## config.mk

```make
export PLATFORM = sky130hd
export DESIGN_NAME = dual_compare_output
export DESIGN_NICKNAME = d
export VERILOG_FILES = /design/src/rtl/dcmp_pkg.sv /design/src/rtl/dcmp_regs.sv /design/src/rtl/dcmp_ctrl.sv /design/src/rtl/dcmp_wave.sv /design/src/rtl/dual_compare_output.sv
export SDC_FILE = /design/constraint.sdc
export NUM_CORES = 1
export LEC_CHECK = 0
export CAP_MARGIN = 20
export CORE_MARGIN = 1.5
export CORE_UTILIZATION = 57
export CTS_BUF_LIST = sky130_fd_sc_hd__clkbuf_4
export CTS_CLUSTER_SIZE = 8
export DETAILED_ROUTE_END_ITERATION = 12
export DONT_BUFFER_PORTS = 1
export GPL_ROUTABILITY_DRIVEN = 0
export PLACE_DENSITY = 0.75
export SLEW_MARGIN = 20
export SYNTH_ARGS = -nofsm -noshare
export SYNTH_HDL_FRONTEND = slang
export SYNTH_SLANG_ARGS = --single-unit
export TNS_END_PERCENT = 100
```

## constraint.sdc

```tcl
create_clock -name clk -period 1.9 [get_ports clk]
set_input_delay 0.38 -clock clk [delete_from_list [all_inputs] [get_ports clk]]
set_output_delay 0.38 -clock clk [all_outputs]
set_load 0.005 [all_outputs]
```

## src/rtl/dcmp_pkg.sv

```systemverilog
package dcmp_pkg;
  localparam int NUM_CH = 2;
  localparam int COM_W  = 2;
  localparam int MODE_W = 4;
  localparam logic [MODE_W-1:0] TOGGLE_MODE_MIN = 4'd14;

  typedef enum logic [1:0] {
    CLS_NONPWM,
    CLS_FAST,
    CLS_OTHER
  } wgmClass_t;

  typedef struct packed {
    logic connect;
    logic setW;
    logic clrW;
    logic togW;
  } chStrobe_t;

  function automatic wgmClass_t classifyMode(input logic [MODE_W-1:0] m);
    wgmClass_t c;
    case (m)
      4'd0, 4'd4, 4'd12:               c = CLS_NONPWM;
      4'd5, 4'd6, 4'd7, 4'd14, 4'd15:  c = CLS_FAST;
      default:                         c = CLS_OTHER;
    endcase
    return c;
  endfunction
endpackage

```

## src/rtl/dcmp_regs.sv

```systemverilog
module dcmp_regs
  import dcmp_pkg::*;
#(
  parameter int CNT_W = 16,
  parameter int AW    = 2
) (
  input  logic                               clk,
  input  logic                               rst_n,
  input  logic                               wrEn,
  input  logic [AW-1:0]                      addr,
  input  logic [CNT_W-1:0]                   wrData,
  output logic [CNT_W-1:0]                   rdData,
  output logic [NUM_CH-1:0][COM_W-1:0]       comOut,
  output logic [MODE_W-1:0]                  modeOut,
  output logic [NUM_CH-1:0][CNT_W-1:0]       cmpOut
);
  localparam logic [AW-1:0] CTRL_ADDR  = AW'(0);
  localparam logic [AW-1:0] MODEH_ADDR = AW'(1);
  localparam int            CMP_BASE   = 2;

  logic [NUM_CH-1:0][COM_W-1:0] comReg;
  logic [1:0]                   modeLo;
  logic [1:0]                   modeHi;
  logic [NUM_CH-1:0][CNT_W-1:0] cmpReg;

  always_ff @(posedge clk) begin
    if (!rst_n) begin
      comReg <= '0;
      modeLo <= '0;
      modeHi <= '0;
    end else if (wrEn) begin
      if (addr == CTRL_ADDR) begin
        comReg[0] <= wrData[7:6];
        comReg[1] <= wrData[5:4];
        modeLo    <= wrData[1:0];
      end
      if (addr == MODEH_ADDR) modeHi <= wrData[1:0];
    end
  end

  for (genvar ch = 0; ch < NUM_CH; ch++) begin : g_cmp
    always_ff @(posedge clk) begin
      if (!rst_n) cmpReg[ch] <= '0;
      else if (wrEn && addr == AW'(CMP_BASE + ch)) cmpReg[ch] <= wrData;
    end
  end

  always_comb begin
    rdData = '0;
    if (addr == CTRL_ADDR)  rdData[7:0] = {comReg[0], comReg[1], 2'b00, modeLo};
    if (addr == MODEH_ADDR) rdData[1:0] = modeHi;
    for (int i = 0; i < NUM_CH; i++)
      if (addr == AW'(CMP_BASE + i)) rdData = cmpReg[i];
  end

  assign comOut  = comReg;
  assign modeOut = {modeHi, modeLo};
  assign cmpOut  = cmpReg;

  // a control write lands in the action codes seen by the control logic
  assert_ctrl_write_R1: assert property (@(posedge clk) disable iff (!rst_n)
    (wrEn && addr == CTRL_ADDR) |=> (comOut[0] == $past(wrData[7:6]) && comOut[1] == $past(wrData[5:4])));
endmodule

```

## src/rtl/dcmp_ctrl.sv

```systemverilog
module dcmp_ctrl
  import dcmp_pkg::*;
#(
  parameter int CNT_W = 16
) (
  input  logic                          clk,
  input  logic                          rst_n,
  input  logic                          tick,
  input  logic [CNT_W-1:0]              count,
  input  logic [MODE_W-1:0]             mode,
  input  logic [NUM_CH-1:0][COM_W-1:0]  com,
  input  logic [NUM_CH-1:0][CNT_W-1:0]  cmp,
  output chStrobe_t [NUM_CH-1:0]        strobe
);
  wgmClass_t cls;
  logic      toggleModeOk;
  logic      atBottom;

  assign cls          = classifyMode(mode);
  assign toggleModeOk = (mode >= TOGGLE_MODE_MIN);
  assign atBottom     = tick && (count == '0);

  for (genvar ch = 0; ch < NUM_CH; ch++) begin : g_ch
    localparam bit IS_A = (ch == 0);
    logic      match;
    chStrobe_t st;

    assign match = tick && (count == cmp[ch]);

    always_comb begin
      st = '0;
      unique case (cls)
        CLS_NONPWM: begin
          st.connect = (com[ch] != 2'b00);
          if (match) begin
            st.togW = (com[ch] == 2'b01);
            st.clrW = (com[ch] == 2'b10);
            st.setW = (com[ch] == 2'b11);
          end
        end
        CLS_FAST: begin
          unique case (com[ch])
            2'b01: begin
              if (IS_A && toggleModeOk) begin
                st.connect = 1'b1;
                st.togW    = match;
              end
            end
            2'b10: begin
              st.connect = 1'b1;
              st.clrW    = match;
              st.setW    = !match && atBottom;
            end
            2'b11: begin
              st.connect = 1'b1;
              st.setW    = match;
              st.clrW    = !match && atBottom;
            end
            default: ;
          endcase
        end
        default: st.connect = (com[ch] != 2'b00);
      endcase
    end

    assign strobe[ch] = st;

    // at most one waveform action per channel per tick
    assert_single_action_R9: assert property (@(posedge clk) disable iff (!rst_n)
      $onehot0({strobe[ch].setW, strobe[ch].clrW, strobe[ch].togW}));

    // no action without a tick
    assert_no_action_idle_R10: assert property (@(posedge clk) disable iff (!rst_n)
      !tick |-> !(strobe[ch].setW || strobe[ch].clrW || strobe[ch].togW));
  end

  // channel B never toggles in fast PWM
  assert_b_no_fast_toggle_R7: assert property (@(posedge clk) disable iff (!rst_n)
    (cls == CLS_FAST) |-> !strobe[1].togW);
endmodule

```

## src/rtl/dcmp_wave.sv

```systemverilog
module dcmp_wave
  import dcmp_pkg::*;
(
  input  logic                   clk,
  input  logic                   rst_n,
  input  chStrobe_t [NUM_CH-1:0] strobe,
  output logic [NUM_CH-1:0]      wave
);
  for (genvar ch = 0; ch < NUM_CH; ch++) begin : g_ch
    always_ff @(posedge clk) begin
      if (!rst_n)                wave[ch] <= 1'b0;
      else if (strobe[ch].togW)  wave[ch] <= ~wave[ch];
      else if (strobe[ch].setW)  wave[ch] <= 1'b1;
      else if (strobe[ch].clrW)  wave[ch] <= 1'b0;
    end

    // a released channel keeps its level
    assert_hold_disconnected_R8: assert property (@(posedge clk) disable iff (!rst_n)
      !strobe[ch].connect |=> $stable(wave[ch]));

    // a toggle strobe inverts the level
    assert_toggle_flips_R3: assert property (@(posedge clk) disable iff (!rst_n)
      strobe[ch].togW |=> (wave[ch] != $past(wave[ch])));
  end
endmodule

```

## src/rtl/dual_compare_output.sv

```systemverilog
module dual_compare_output
  import dcmp_pkg::*;
#(
  parameter int CNT_W = 16,
  parameter int AW    = 2
) (
  input  logic             clk,
  input  logic             rst_n,
  input  logic             regWrEn,
  input  logic [AW-1:0]    regAddr,
  input  logic [CNT_W-1:0] regWrData,
  output logic [CNT_W-1:0] regRdData,
  input  logic             tmrTick,
  input  logic [CNT_W-1:0] tmrCount,
  input  logic             dirEnA,
  input  logic             dirEnB,
  output logic             waveA,
  output logic             waveB,
  output logic             oeA,
  output logic             oeB
);
  logic [NUM_CH-1:0][COM_W-1:0] com;
  logic [MODE_W-1:0]            mode;
  logic [NUM_CH-1:0][CNT_W-1:0] cmp;
  chStrobe_t [NUM_CH-1:0]       strobe;
  logic [NUM_CH-1:0]            wave;

  dcmp_regs #(.CNT_W(CNT_W), .AW(AW)) regs_i (
    .clk(clk), .rst_n(rst_n), .wrEn(regWrEn), .addr(regAddr),
    .wrData(regWrData), .rdData(regRdData),
    .comOut(com), .modeOut(mode), .cmpOut(cmp)
  );

  dcmp_ctrl #(.CNT_W(CNT_W)) ctrl_i (
    .clk(clk), .rst_n(rst_n), .tick(tmrTick), .count(tmrCount),
    .mode(mode), .com(com), .cmp(cmp), .strobe(strobe)
  );

  dcmp_wave wave_i (
    .clk(clk), .rst_n(rst_n), .strobe(strobe), .wave(wave)
  );

  assign waveA = wave[0];
  assign waveB = wave[1];
  assign oeA   = strobe[0].connect && dirEnA;
  assign oeB   = strobe[1].connect && dirEnB;
endmodule

```

======== Yosys cells after proc, flatten, opt, wreduce, memory -nomap -nowiden ========
Memories as Yosys holds them, arrays and structs flattened.
Index checks and enable logic that the tools add are counted.
storage, ports and cells
  bits in registers ....................... 42
  ROM bits ................................ 32
  input bits .............................. 40
  output and inout bits ................... 20
  logic and storage cells ................. 68
  memories kept ........................... 1
cells by class
  $lt $le $gt $ge ......................... 1
  equal/unequal tests ..................... 12
  multiplexer cells ....................... 23
  bitwise gates (word level) .............. 2
  reductions and logical operators ........ 21
memories
  memory           depth  width  read ports  clocked after memory_dff  write ports  line            source
  (no name shown)  16     2      1           0                         0            dcmp_pkg.sv:22  case (m)
operators by type and width
  operator              number
  $eq A16 B16 Y1        2
  $mux W16              2
  $logic_not A16 Y1     1
  $eq A2 B2 Y1 const B  6
  $mux W1               12
  $pmux W3 S2           2
  $logic_and A1 B1 Y1   9
  $eq A2 B1 Y1 const B  4
  $mux W8               1
  $pmux W2 S2           2
  $mux W3               2
  $reduce_bool A3 Y1    2
  $ge A4 B4 Y1 const B  1
  $logic_not A2 Y1      2
  $reduce_and A2 Y1     2
  $reduce_bool A2 Y1    2
  $logic_not A1 Y1      2
  $mux W2               1
  $not A1 Y1            2
  $pmux W1 S2           1
  $reduce_or A2 Y1      1

======== Depth between registers and ports, before layout ========
  word-level depth ........................ 9
  gate-level depth with buffers ........... 7
  gate-level depth less buffers ........... 6

======== Hierarchy ========
A second synthesis with hierarchy kept.
unflattened totals
  cells, all modules ...................... 278
  area, all modules ....................... 2534.9 um2
modules (own cells, without submodules)
  module               times used  cells each  area an instance (um2)  seq. area each (um2)
  dcmp_regs            1           185         1826.8                  800.8
  dcmp_ctrl            1           83          615.6                   0.0
  dcmp_wave            1           8           80.1                    40.0
  dual_compare_output  1           2           12.5                    0.0

======== Worst setup path after synthesis ========
OpenSTA, ideal clock, no wires.
  kind .................................... input port to flip-flop
  from .................................... input port tmrCount[0]
  to ...................................... register wave_i.wave[1]
  setup time .............................. 0.126 ns
  arrival ................................. 1.811 ns
  data required time ...................... 1.774 ns
  setup slack ............................. -0.036 ns
  stages on the path ...................... 5
  buffers on the path ..................... 0
  cells stage by stage .................... or4_1 -> or4_4 -> o31a_2 -> o21ai_0 -> a21boi_0
on the way
  cells in the longest elaborated chain, start to end .. 8
  elaborated cells on any way between the ends .. 13
  classes of those cells .................. 1 x eq/ne; 6 x mux; 6 x reduce/logical
ends and longest elaborated chain
  element                         line                              source
  start: declaration              dual_compare_output.sv:14         input logic [CNT_W-1:0] tmrCount,
  $eq A16 B16 Y1                  dcmp_ctrl.sv:28                   assign match = tick && (count == cmp[ch]);
  $logic_and A1 B1 Y1             dcmp_ctrl.sv:28
  $logic_not A1 Y1                dcmp_ctrl.sv:52, dcmp_ctrl.sv:57
  $logic_and A1 B1 Y1             dcmp_ctrl.sv:52, dcmp_ctrl.sv:57
  $pmux W3 S2                     dcmp_ctrl.sv:42                   unique case (com[ch])
  $pmux W2 S2                     dcmp_ctrl.sv:32                   unique case (cls)
  $mux W1                         dcmp_wave.sv:13                   else if (strobe[ch].setW) wave[ch] <= 1'b1;
  $mux W1                         dcmp_wave.sv:12                   else if (strobe[ch].togW) wave[ch] <= ~wave[ch];
  end signal: indexed assignment  dcmp_wave.sv:12
  end: declaration                dcmp_wave.sv:7                    output logic [NUM_CH-1:0] wave
Parallel ways exist; a longest one is shown, timed or not.
A chain may end at the register's enable or synchronous reset.

======== Worst setup path in the final report ========
  from .................................... register regs_i.modeLo[0]
  to ...................................... register wave_i.wave[1]
on the way
  cells in the longest elaborated chain, start to end .. 5
  elaborated cells on any way between the ends .. 8
  classes of those cells .................. 1 x eq/ne; 4 x mux; 2 x reduce/logical; 1 x memory
ends and longest elaborated chain
  element                                                  line             source
  start: declaration                                       dcmp_regs.sv:22  logic [1:0] modeLo;
  start signal: assignment                                 dcmp_regs.sv:35  modeLo <= wrData[1:0];
  $mem_v2 Z16 W2 *                                         n/a
  $eq A2 B1 Y1 / $logic_not A2 Y1 (equally long branches)  dcmp_ctrl.sv:32
  $pmux W2 S2                                              dcmp_ctrl.sv:32
  $mux W1                                                  dcmp_wave.sv:13
  $mux W1                                                  dcmp_wave.sv:12
Every way passes the cells marked *; elsewhere a longest branch is shown, timed or not.

==> impl_metrics.toml <==
[status]
status = "finished clean"

[yosys]
synthArstFlopShare = 0
yosys-top-cells-area = "dfxtp_1, nand2_1, a21boi_0"
syn_nets = 336
yosys.area.top_type = "dfxtp_1"
synthFlopType = "dfxtp_1"
avgSynthCellArea_um2 = 8.40
syn_area_um2 = 2490
yosysSeqAreaShare = 0.338
syn_inst = 296
synth.top_cell.area_share = 0.338
ys_seq_elements = 42
synthDistinctLibCells = 38
synth_edf_count = 0
yosys_warnings = 0

[sta]
report.final.setup_viol = 0
tightest_slew_ns = 0.399
hold_slack_ns = 0.141
postLayoutSetupSlackWorst_ns = 0.114
rsz0062_at_grt = "false"
clock-skew-final_ns = 0.00613
maxSlewHeadroom = 0.734
hold_viol = 0
finalCriticalPeriod_ns = 1.79
fin_crit_sh = 0.940
final_max_slew_viol_count = 0
max_freq_ghz = 0.560

[worst_setup_path]
cp_data_required_time_ns = 2.16
reg2reg_depth = 6
critPathMaxFanout = 5
critPathArrivalTime_ns = 2.05
end_kind = "flop"
critPathKind = "flop to flop"
crit_path_start_kind = "flop"

[drt]
drtPass1Iterations = 4
routedWlPerCell_um = 17.7
drcViolationCount = 0
vias = 2053
avgViaCountPerCell = 5.95
wl_um = 6100
drtIter0Drc = 158
antenna_left = 0

[cts]
tritoncts = "yes"
cts.sink_count = 42
postCtsHoldBufs = 0
ctsHtreeMaxLevel = 2
cts-root-buf = "clkbuf_4"
clk_pin_slew_ns = 0.13
clk_path_buf_depth = 2
clkLatencyLatePin_ns = 0.36
cts_buffers = 5

[floorplanning]
core-area_um2 = 4090
start_util = 0.609
rows = 23
die_x_um = 69.1
die_h_um = 69.1
io_pins = 60
die_area_um2 = 4770

[final_layout]
fin_nets = 334
final_util = 0.636
fillers = 402
final_area_um2 = 2600
antenna_cells = 0
syn2layout_area_growth_pct = 4.53
final_layout_size_suffix_gt1_frac = 0.0915

[power]
p_leak_uw = 0.000875
ir_worst_vdd_mv = 0.433
cellPowerDensity_nw_per_um2 = 607

[place]
placed_area_um2 = 2540
place_ws_ns = -0.143
dpl.hpwl_um = 4470
io_buffers = 0

[global_route]
busiest_layer = "met2"
grt_max_degree = 43
grt_pass1_wl_um = 9900
track_usage = 0.261
grt_util_met2 = 0.405
antenna_found_initial = 0
grt_pass1_vias = 1941
use_met1 = 0.358
use_met3 = 0.0731
overflow = 0

[hold_path]
hp-class = "input pin to flop"
min_path_cells = 2

[job]
cap_violations = 0
## kinds of logic after synthesis
logic type	count (synthesis)	synth area share
DFF	42	0.338
AOI/OAI and AO/OA	53	0.158
and+or+nand+nor	124	0.241
xor gates and xnor gates	32	0.113
buffers and inverters	18	0.0282
muxes	27	0.121
## layout make-up
class / instances / area, um^2 / area share
Clock buffer: 5 / 37.5 / 0.0144
Tap cell: 50 / 62.6 / 0.0241
Inverter: 2 / 7.51 / 0.00289
Clock inverter: 3 / 16.3 / 0.00626
Timing Repair Buffer: 7 / 52.6 / 0.0202
Multi-Input combinational cell: 236 / 1580 / 0.609
Sequential cell: 42 / 841 / 0.323
## cell usage in the layout (no fill, tap or decap), drive strengths merged, types with 5 or more instances in the layout
cell,n
a22o,5
xor2,8
buf,7
xnor2,24
nor2b,19
nand2,69
nand4,5
nor2,6
nor4,5
mux2i,20
a21boi,34
clkbuf,5
dfxtp,42
mux2,5
## state kept, by name (all words and copies together) (netlist names)
signal         flops
regs_i.comOut      4
regs_i.cmpOut     32
wave_i.wave        2
regs_i.modeHi      2
regs_i.modeLo      2
## Yosys cell counts (2+ instances only)
library cell,instances
nand2_1,69
dfxtp_1,42
a21boi_0,34
xnor2_1,24
mux2i_1,20
nor2b_1,19
clkbuf_1,13
xor2_1,8
nor2_1,6
a22o_1,5
mux2_2,5
nand4_1,5
nor4_1,5
a21oi_1,4
nand3_1,4
o21ai_0,3
and3_1,2
buf_2,2
inv_1,2
mux4_2,2
nand2b_1,2
nand3b_1,2
nor3_1,2
nor4b_1,2
## path summary, 6_finish.rpt
| kind | startpoint | slack (ns) | end |
|---|---|---|---|
| worst min-delay path | regWrData[13] | 0.14 | regs_i.cmpOut[13] |
| worst max-delay path | regs_i.modeLo[0] | 0.11 | wave_i.wave[1] |
| worst max register to register | regs_i.modeLo[0] | 0.11 | wave_i.wave[1] |
| worst min register to register | regs_i.cmpOut[21] | 0.50 | regs_i.cmpOut[21] |
## worst max-delay path, cell delays in order (launching register included)
cell	delay, ns
dfxtp_1	0.41
and2b_2	0.16
o21ai_1	0.08
or4_4	0.51
o31a_2	0.29
o21ai_0	0.15
a21boi_0	0.10
## stage by stage
stage               setup TNS (ns)  power, uW  instances
floorplan                  -0.0363       1120        296
detailed placement          -0.240       1150        337
global placement            -0.210       1150        337
global route                     0       1660        345
CTS                              0       1590        345
finish                           0       1580        345
## layer usage
metal | part of all wire | vias to the layer above
met5 | 0 | -
met4 | 0.011 | 0
met3 | 0.089 | 5
met2 | 0.45 | 70
met1 | 0.45 | 965
li1 | - | 1013
## where the power goes
part           internal [uW]  switching (uW)  total (uW)
sequential               909            28.7         937
clock                    138             310         448
combinational            108            85.7         194
## timing repair
| action | 4_1_cts | 5_1_grt |
|---|---|---|
| resized for setup | 0 | 2 |
| setup endpoints to repair | 0 | 3 |
| endpoints found under the hold margin | 0 | 0 |
| buffers inserted | 0 | 0 |
Note: power is estimated with default switching activity, not from simulation.
